$ cat src/rtl/i2c_eng_pkg.sv
package i2c_eng_pkg;

  typedef enum logic [1:0] {
    CMD_START = 2'd0,
    CMD_STOP  = 2'd1,
    CMD_WRITE = 2'd2,
    CMD_READ  = 2'd3
  } cmd_e;

  typedef enum logic [3:0] {
    ST_IDLE,
    ST_S_PREP,
    ST_S_RISE,
    ST_S_SETUP,
    ST_S_HOLD,
    ST_P_LOW,
    ST_P_RISE,
    ST_P_SETUP,
    ST_P_FREE,
    ST_B_LOW1,
    ST_B_LOW2,
    ST_B_RISE,
    ST_B_HIGH,
    ST_B_END
  } state_e;

endpackage

$ cat src/rtl/i2c_eng_sync.sv
module i2c_eng_sync #(
  parameter int               WIDTH   = 2,
  parameter int               STAGES  = 2,
  parameter logic [WIDTH-1:0] RST_VAL = '1
) (
  input  logic             clk_i,
  input  logic             rst_ni,
  input  logic [WIDTH-1:0] d_i,
  output logic [WIDTH-1:0] q_o
);

  logic [STAGES-1:0][WIDTH-1:0] stg_q;

  if (STAGES == 1) begin : g_one
    always_ff @(posedge clk_i or negedge rst_ni) begin
      if (!rst_ni) stg_q <= RST_VAL;
      else         stg_q <= d_i;
    end
  end else begin : g_chain
    always_ff @(posedge clk_i or negedge rst_ni) begin
      if (!rst_ni) stg_q <= {STAGES{RST_VAL}};
      else         stg_q <= {stg_q[STAGES-2:0], d_i};
    end
  end

  assign q_o = stg_q[STAGES-1];

endmodule

$ cat src/rtl/i2c_eng_timer.sv
module i2c_eng_timer #(
  parameter int CW = 8
) (
  input  logic          clk_i,
  input  logic          rst_ni,
  input  logic          load_i,
  input  logic [CW-1:0] val_i,
  output logic          zero_o
);

  logic [CW-1:0] cnt_q;

  always_ff @(posedge clk_i or negedge rst_ni) begin
    if (!rst_ni)            cnt_q <= '0;
    else if (load_i)        cnt_q <= val_i;
    else if (cnt_q != '0)   cnt_q <= cnt_q - 1'b1;
  end

  assign zero_o = (cnt_q == '0);

endmodule

$ cat src/rtl/i2c_eng_shift.sv
module i2c_eng_shift #(
  parameter int W = 8
) (
  input  logic         clk_i,
  input  logic         rst_ni,
  input  logic         load_i,
  input  logic [W-1:0] load_val_i,
  input  logic         shift_i,
  input  logic         bit_i,
  output logic         msb_o,
  output logic [W-1:0] q_o
);

  logic [W-1:0] sr_q;

  always_ff @(posedge clk_i or negedge rst_ni) begin
    if (!rst_ni)       sr_q <= '0;
    else if (load_i)   sr_q <= load_val_i;
    else if (shift_i)  sr_q <= {sr_q[W-2:0], bit_i};
  end

  assign msb_o = sr_q[W-1];
  assign q_o   = sr_q;

endmodule

$ cat src/rtl/i2c_byte_engine.sv
module i2c_byte_engine
  import i2c_eng_pkg::*;
#(
  parameter int T_LOW       = 140,
  parameter int T_HIGH      = 110,
  parameter int SYNC_STAGES = 2
) (
  input  logic       clk_i,
  input  logic       rst_ni,
  input  logic       cmd_valid_i,
  output logic       cmd_ready_o,
  input  logic [1:0] cmd_i,
  input  logic [7:0] tx_byte_i,
  input  logic       ack_en_i,
  output logic [7:0] rx_byte_o,
  output logic       ack_o,
  output logic       done_o,
  output logic       scl_oe_o,
  input  logic       scl_i,
  output logic       sda_oe_o,
  input  logic       sda_i
);

  localparam int BYTE_W  = 8;
  localparam int BIT_W   = $clog2(BYTE_W + 1);
  localparam int T_SETUP = T_LOW / 2;
  localparam int T_HOLD  = T_LOW - T_SETUP;
  localparam int T_MAX   = (T_LOW > T_HIGH) ? T_LOW : T_HIGH;
  localparam int CW      = $clog2(T_MAX + 1);

  localparam logic [CW-1:0]    LD_SETUP = CW'(T_SETUP);
  localparam logic [CW-1:0]    LD_HOLD  = CW'(T_HOLD);
  localparam logic [CW-1:0]    LD_HIGH  = CW'(T_HIGH);
  localparam logic [CW-1:0]    LD_LOW   = CW'(T_LOW);
  localparam logic [BIT_W-1:0] LAST_BIT = BIT_W'(BYTE_W);

  state_e            state_q, state_d;
  cmd_e              cmd_q, cmd_d;
  logic              acken_q, acken_d;
  logic [BIT_W-1:0]  bit_q, bit_d;
  logic              scl_oe_q, scl_oe_d;
  logic              sda_oe_q, sda_oe_d;
  logic              ack_q, ack_d;
  logic [BYTE_W-1:0] rx_q, rx_d;
  logic              done_q, done_d;

  logic              tmr_load, tmr_zero;
  logic [CW-1:0]     tmr_val;
  logic              sh_load, sh_shift, sh_msb;
  logic [BYTE_W-1:0] sh_q;
  logic              scl_h, sda_h;

  i2c_eng_sync #(.WIDTH(2), .STAGES(SYNC_STAGES), .RST_VAL(2'b11)) u_sync (
    .clk_i  (clk_i),
    .rst_ni (rst_ni),
    .d_i    ({scl_i, sda_i}),
    .q_o    ({scl_h, sda_h})
  );

  i2c_eng_timer #(.CW(CW)) u_timer (
    .clk_i  (clk_i),
    .rst_ni (rst_ni),
    .load_i (tmr_load),
    .val_i  (tmr_val),
    .zero_o (tmr_zero)
  );

  i2c_eng_shift #(.W(BYTE_W)) u_shift (
    .clk_i      (clk_i),
    .rst_ni     (rst_ni),
    .load_i     (sh_load),
    .load_val_i (tx_byte_i),
    .shift_i    (sh_shift),
    .bit_i      (sda_h),
    .msb_o      (sh_msb),
    .q_o        (sh_q)
  );

  always_comb begin
    state_d  = state_q;
    cmd_d    = cmd_q;
    acken_d  = acken_q;
    bit_d    = bit_q;
    scl_oe_d = scl_oe_q;
    sda_oe_d = sda_oe_q;
    ack_d    = ack_q;
    rx_d     = rx_q;
    done_d   = 1'b0;
    tmr_load = 1'b0;
    tmr_val  = LD_SETUP;
    sh_load  = 1'b0;
    sh_shift = 1'b0;

    unique case (state_q)
      ST_IDLE: begin
        if (cmd_valid_i) begin
          cmd_d    = cmd_e'(cmd_i);
          acken_d  = ack_en_i;
          bit_d    = '0;
          sh_load  = 1'b1;
          tmr_load = 1'b1;
          unique case (cmd_e'(cmd_i))
            CMD_START: begin sda_oe_d = 1'b0; state_d = ST_S_PREP; end
            CMD_STOP:  begin sda_oe_d = 1'b1; state_d = ST_P_LOW;  end
            default:   begin scl_oe_d = 1'b1; state_d = ST_B_LOW1; end
          endcase
        end
      end
      // start / repeated start
      ST_S_PREP: if (tmr_zero) begin scl_oe_d = 1'b0; state_d = ST_S_RISE; end
      ST_S_RISE: if (scl_h) begin
        tmr_load = 1'b1; tmr_val = LD_HIGH; state_d = ST_S_SETUP;
      end
      ST_S_SETUP: if (tmr_zero) begin
        sda_oe_d = 1'b1; tmr_load = 1'b1; tmr_val = LD_HIGH; state_d = ST_S_HOLD;
      end
      ST_S_HOLD: if (tmr_zero) begin done_d = 1'b1; state_d = ST_IDLE; end
      // stop
      ST_P_LOW: if (tmr_zero) begin scl_oe_d = 1'b0; state_d = ST_P_RISE; end
      ST_P_RISE: if (scl_h) begin
        tmr_load = 1'b1; tmr_val = LD_HIGH; state_d = ST_P_SETUP;
      end
      ST_P_SETUP: if (tmr_zero) begin
        sda_oe_d = 1'b0; tmr_load = 1'b1; tmr_val = LD_LOW; state_d = ST_P_FREE;
      end
      ST_P_FREE: if (tmr_zero) begin done_d = 1'b1; state_d = ST_IDLE; end
      // byte: bits 0..7 data, bit 8 acknowledge
      ST_B_LOW1: if (tmr_zero) begin
        if (bit_q == LAST_BIT) sda_oe_d = (cmd_q == CMD_READ) ? acken_q : 1'b0;
        else                   sda_oe_d = (cmd_q == CMD_WRITE) ? ~sh_msb : 1'b0;
        tmr_load = 1'b1; tmr_val = LD_HOLD; state_d = ST_B_LOW2;
      end
      ST_B_LOW2: if (tmr_zero) begin scl_oe_d = 1'b0; state_d = ST_B_RISE; end
      ST_B_RISE: if (scl_h) begin
        if (bit_q == LAST_BIT) begin
          if (cmd_q == CMD_WRITE) ack_d = ~sda_h;
        end else begin
          sh_shift = 1'b1;
        end
        tmr_load = 1'b1; tmr_val = LD_HIGH; state_d = ST_B_HIGH;
      end
      ST_B_HIGH: if (tmr_zero) begin
        scl_oe_d = 1'b1;
        tmr_load = 1'b1;
        if (bit_q == LAST_BIT) begin
          state_d = ST_B_END;
        end else begin
          bit_d   = bit_q + 1'b1;
          state_d = ST_B_LOW1;
        end
      end
      ST_B_END: if (tmr_zero) begin
        sda_oe_d = 1'b0;
        if (cmd_q == CMD_READ) rx_d = sh_q;
        done_d  = 1'b1;
        state_d = ST_IDLE;
      end
      default: state_d = ST_IDLE;
    endcase
  end

  always_ff @(posedge clk_i or negedge rst_ni) begin
    if (!rst_ni) begin
      state_q  <= ST_IDLE;
      cmd_q    <= CMD_START;
      acken_q  <= 1'b0;
      bit_q    <= '0;
      scl_oe_q <= 1'b0;
      sda_oe_q <= 1'b0;
      ack_q    <= 1'b0;
      rx_q     <= '0;
      done_q   <= 1'b0;
    end else begin
      state_q  <= state_d;
      cmd_q    <= cmd_d;
      acken_q  <= acken_d;
      bit_q    <= bit_d;
      scl_oe_q <= scl_oe_d;
      sda_oe_q <= sda_oe_d;
      ack_q    <= ack_d;
      rx_q     <= rx_d;
      done_q   <= done_d;
    end
  end

  assign cmd_ready_o = (state_q == ST_IDLE);
  assign scl_oe_o    = scl_oe_q;
  assign sda_oe_o    = sda_oe_q;
  assign ack_o       = ack_q;
  assign rx_byte_o   = rx_q;
  assign done_o      = done_q;

endmodule

$ cat config.mk
export PLATFORM = sky130hd
export DESIGN_NAME = i2c_byte_engine
export DESIGN_NICKNAME = d
export VERILOG_FILES = /design/src/rtl/i2c_eng_pkg.sv /design/src/rtl/i2c_eng_sync.sv /design/src/rtl/i2c_eng_timer.sv /design/src/rtl/i2c_eng_shift.sv /design/src/rtl/i2c_byte_engine.sv
export SDC_FILE = /design/constraint.sdc
export NUM_CORES = 1
export LEC_CHECK = 0
export CAP_MARGIN = 30
export CELL_PAD_IN_SITES_DETAIL_PLACEMENT = 0
export CELL_PAD_IN_SITES_GLOBAL_PLACEMENT = 1
export CORE_MARGIN = 2
export CORE_UTILIZATION = 40
export CTS_CLUSTER_SIZE = 28
export DETAILED_ROUTE_END_ITERATION = 10
export DONT_BUFFER_PORTS = 1
export PLACE_DENSITY_LB_ADDON = 0.1
export SLEW_MARGIN = 40
export SYNTH_ARGS = -nofsm -noshare
export SYNTH_HDL_FRONTEND = slang
export SYNTH_HIERARCHICAL = 1
export SYNTH_SLANG_ARGS = --single-unit
export TNS_END_PERCENT = 5
$ cat constraint.sdc
create_clock -name clk_i -period 6 [get_ports clk_i]
set_input_delay 1.2 -clock clk_i [delete_from_list [all_inputs] [get_ports clk_i]]
set_output_delay 1.2 -clock clk_i [all_outputs]
set_load 0.01 [all_outputs]
==> reports/metrics.csv <==
metric,value,unit
antenna fix cells,0,
CP max stage cell,dfrtp_1,
io pins,29,
Core ar.,6280,um2
Final Hold Vio Count,0,
final net count,263,
root buffer cell,clkbuf_8,
ranking of synthesized cells by area,"dfrtp_1 (38%), mux2_2 (5.3%), mux2i_1 (4.3%), dfstp_2 (4.1%), buf_6 (3.1%)",
P_int,686,uW
"FF+latch count, synth",43,
GRT Total Usage,16.2,%
Worst-Skew Late Latency,0.30,ns
Mapped Avg Cell Area,10.2,um2
clk slew on worst S/H paths,0.08,ns
vias in the first global route,1751,
drt total wl,5160,um
Critical Path Fanout Max,21,
initial antenna violation count,0,
wire length per cell,16.0,um
CP max stage delay,0.66,ns
switching power,487,uW
share of post-route cells with drive strength above 1,18.8,%
status,completed,
multi-input combinational cell area,1290,um2
Mapped Cells,252,
Max clock buf depth,2,
routed via count,1781,
Main synth FF type,dfrtp_1,
setup TNS,0,ns
area share of the largest cell type after synthesis,38.1,%
Pleak,0.00110,uW
fmax,375,MHz
drt pass-1 iters,4,
Worst VDD drop,0.154,mV
# rows,29,
Clk pwr share,16.7,%
chip width,84.0,um
max cap viols,0,
Total Die Area,7060,um2
area grow syn2layout,2.64,%
Port Buffers,0,
Synth area leader,dfrtp_1,
synth warn,6,
first-pass GRT wire length,9230,um
Max transition margin,49.0,%
Worst setup SP type,register,
CTS Buf Count,5,
Starting Density,40.8,%
R2R Setup Slk,3.41,ns
post-DP HPWL,3550,um
cts repair resizes,0,
worst path required time,4.80,ns
count of clock tree sinks,43,
worst slew pin tran,0.765,ns
"Buf+Inv Stages, Crit Path",0,
combinational power share,37.0,%
Post-synth EDFFs,0,
fill cell total of the finished layout,616,
Async SR Flop Fraction,100,%
pwr dens,446,nW/um2
period utilisation layout,44.4,%
setup repair bufs after CTS,0,
RSZ-0062 raised after global routing,no,
Max Slew Vio Count,0,
ANT nets after route,0,
Mapped Area,2560,um2
final core occ,41.9,%
final setup fails,0,
Clock Skew,0.0132,ns
first-iteration detailed-routing DRC count,74,
total grt overflow,0,
Arrival @ worst endpoint,1.46,ns
Hold Crit Class,register to register,
Setup CP Type,register to output pin,
crit-path cells,nor4_4,
routability-driven placement congestion ratio,0.717,
DRC errors left,0,
post-synthesis sequential area ratio,42.2,%
element type at the critical path end,output pin,
H-tree Lvls,2,
Seq pwr share,46.4,%
# hold bufs at CTS,0,
Vias/cell,5.53,
sequential standard cell area,1080,um2
Netlist cell types,63,
die height,84.0,um
critical path's top delay family,flip-flops,
largest net degree at the start of global routing,44,
min Tclk post-route,2.66,ns
CTS tree,yes,
switching share of power,41.5,%
## final timing paths
| check | from | to | cells after the start |
|---|---|---|---|
| min in group asynchronous | rst_ni | rx_byte_o[7]$_DFFE_PN0P_ | 0 |
| hold / removal | u_sync/stg_q[0]$_DFF_PN1_ | u_sync/q_o[0]$_DFF_PN1_ | 0 |
| setup / recovery | state_q[3]$_DFFE_PN0P_ | cmd_ready_o | 1 |
| hold reg to reg | u_sync/stg_q[0]$_DFF_PN1_ | u_sync/q_o[0]$_DFF_PN1_ | 0 |
| setup reg to reg | u_timer/cnt_q[3]$_DFFE_PN0P_ | rx_byte_o[0]$_DFFE_PN0P_ | 6 |
| max in group asynchronous | rst_ni | u_sync/q_o[1]$_DFF_PN1_ | 0 |
## cells by family after synthesis
family | count (synthesis) | share of synthesized area [%]
simple gates | 79 | 20.1
compound gates | 64 | 16.1
flops | 43 | 42.2
buf+inv | 30 | 7.57
mux | 23 | 9.57
xor+xnor | 8 | 2.73
fa+ha+maj | 3 | 1.46
other cells | 2 | 0.293
## layout make-up
cell class,instances,share of cell area (%)
clock inverter,3,0.999
clock buffer,5,2.62
tap,77,3.66
timing repair buffer,2,0.571
multi-input combinational,180,49.2
sequential,43,41.2
inverter,12,1.71
## synthesized netlist by cell type, types with 2 or more instances
cell / number
mux2i_1: 11
a21o_1: 3
mux2_2: 12
or3_1: 2
conb_1: 2
dfrtp_1: 39
and3b_1: 2
a22oi_1: 2
buf_4: 7
xor2_1: 3
nor2_1: 15
buf_2: 2
clkbuf_1: 2
ha_1: 3
nand3_1: 2
dfstp_2: 4
or4_4: 2
and3_1: 2
nand4_1: 3
o211ai_1: 2
nand2b_1: 6
nand3b_1: 3
o21ai_0: 11
o22ai_1: 3
and2_1: 2
nor2b_1: 2
o21ai_1: 10
a22o_1: 3
a31oi_1: 4
nor3_1: 6
buf_6: 7
inv_1: 11
nand2_1: 16
o31ai_1: 5
a21oi_1: 11
xnor2_1: 5
## metrics by stage
step	setup WS (ns)	hold WS, ns	power, uW	area [um2]	std cells
6_report	3.34	0.359	1170	2630	322
5_1_grt	3.21	0.362	1290	2630	322
4_1_cts	3.31	0.361	1190	2630	322
3_5_place_dp	3.40	0.348	987	2530	314
3_3_place_gp	3.39	0.347	986	2530	314
2_1_floorplan	3.14	0.345	935	2570	253
## cells in the final DEF (no fill, tap or decap), types with 4 or more instances in the layout
master,Yosys,layout
xnor2_1,5,5
mux2_2,12,12
a21oi_1,11,11
a31oi_1,4,4
nand2b_1,6,6
nor2_1,15,14
o21ai_1,10,10
clkbuf_8,0,5
o21ai_0,11,11
dfrtp_1,39,37
nand2_1,16,16
dfstp_2,4,4
nor3_1,6,6
o31ai_1,5,5
mux2i_1,11,11
inv_1,11,11
## power groups by stage
stage          logic [uW]  registers (uW)  clock network, uW
3_5_place_dp          438             549                  0
5_1_grt               496             571                220
4_1_cts               439             543                208
3_3_place_gp          436             551                  0
6_report              433             544                195
2_1_floorplan         485             450                  0
## per-layer routing
layer	part of all wire (%)	up-vias	GRT usage (%)
li1	-	890	-
met1	49	865	22.6
met2	46	24	25.0
met3	4.5	2	4.25
met4	0.56	0	3.96
met5	0	-	0
## flip-flops by register name, summed over array words and instances, names as in the netlist
name,flops
rx_byte_o,8
u_shift/q_o,8
u_timer/cnt_q,8
bit_q,4
state_q,4
cmd_q,2
u_sync/q_o,2
u_sync/stg_q,2
ack_o,1
acken_q,1
done_o,1
scl_oe_o,1
sda_oe_o,1
Power figures use the tool's default switching activity.
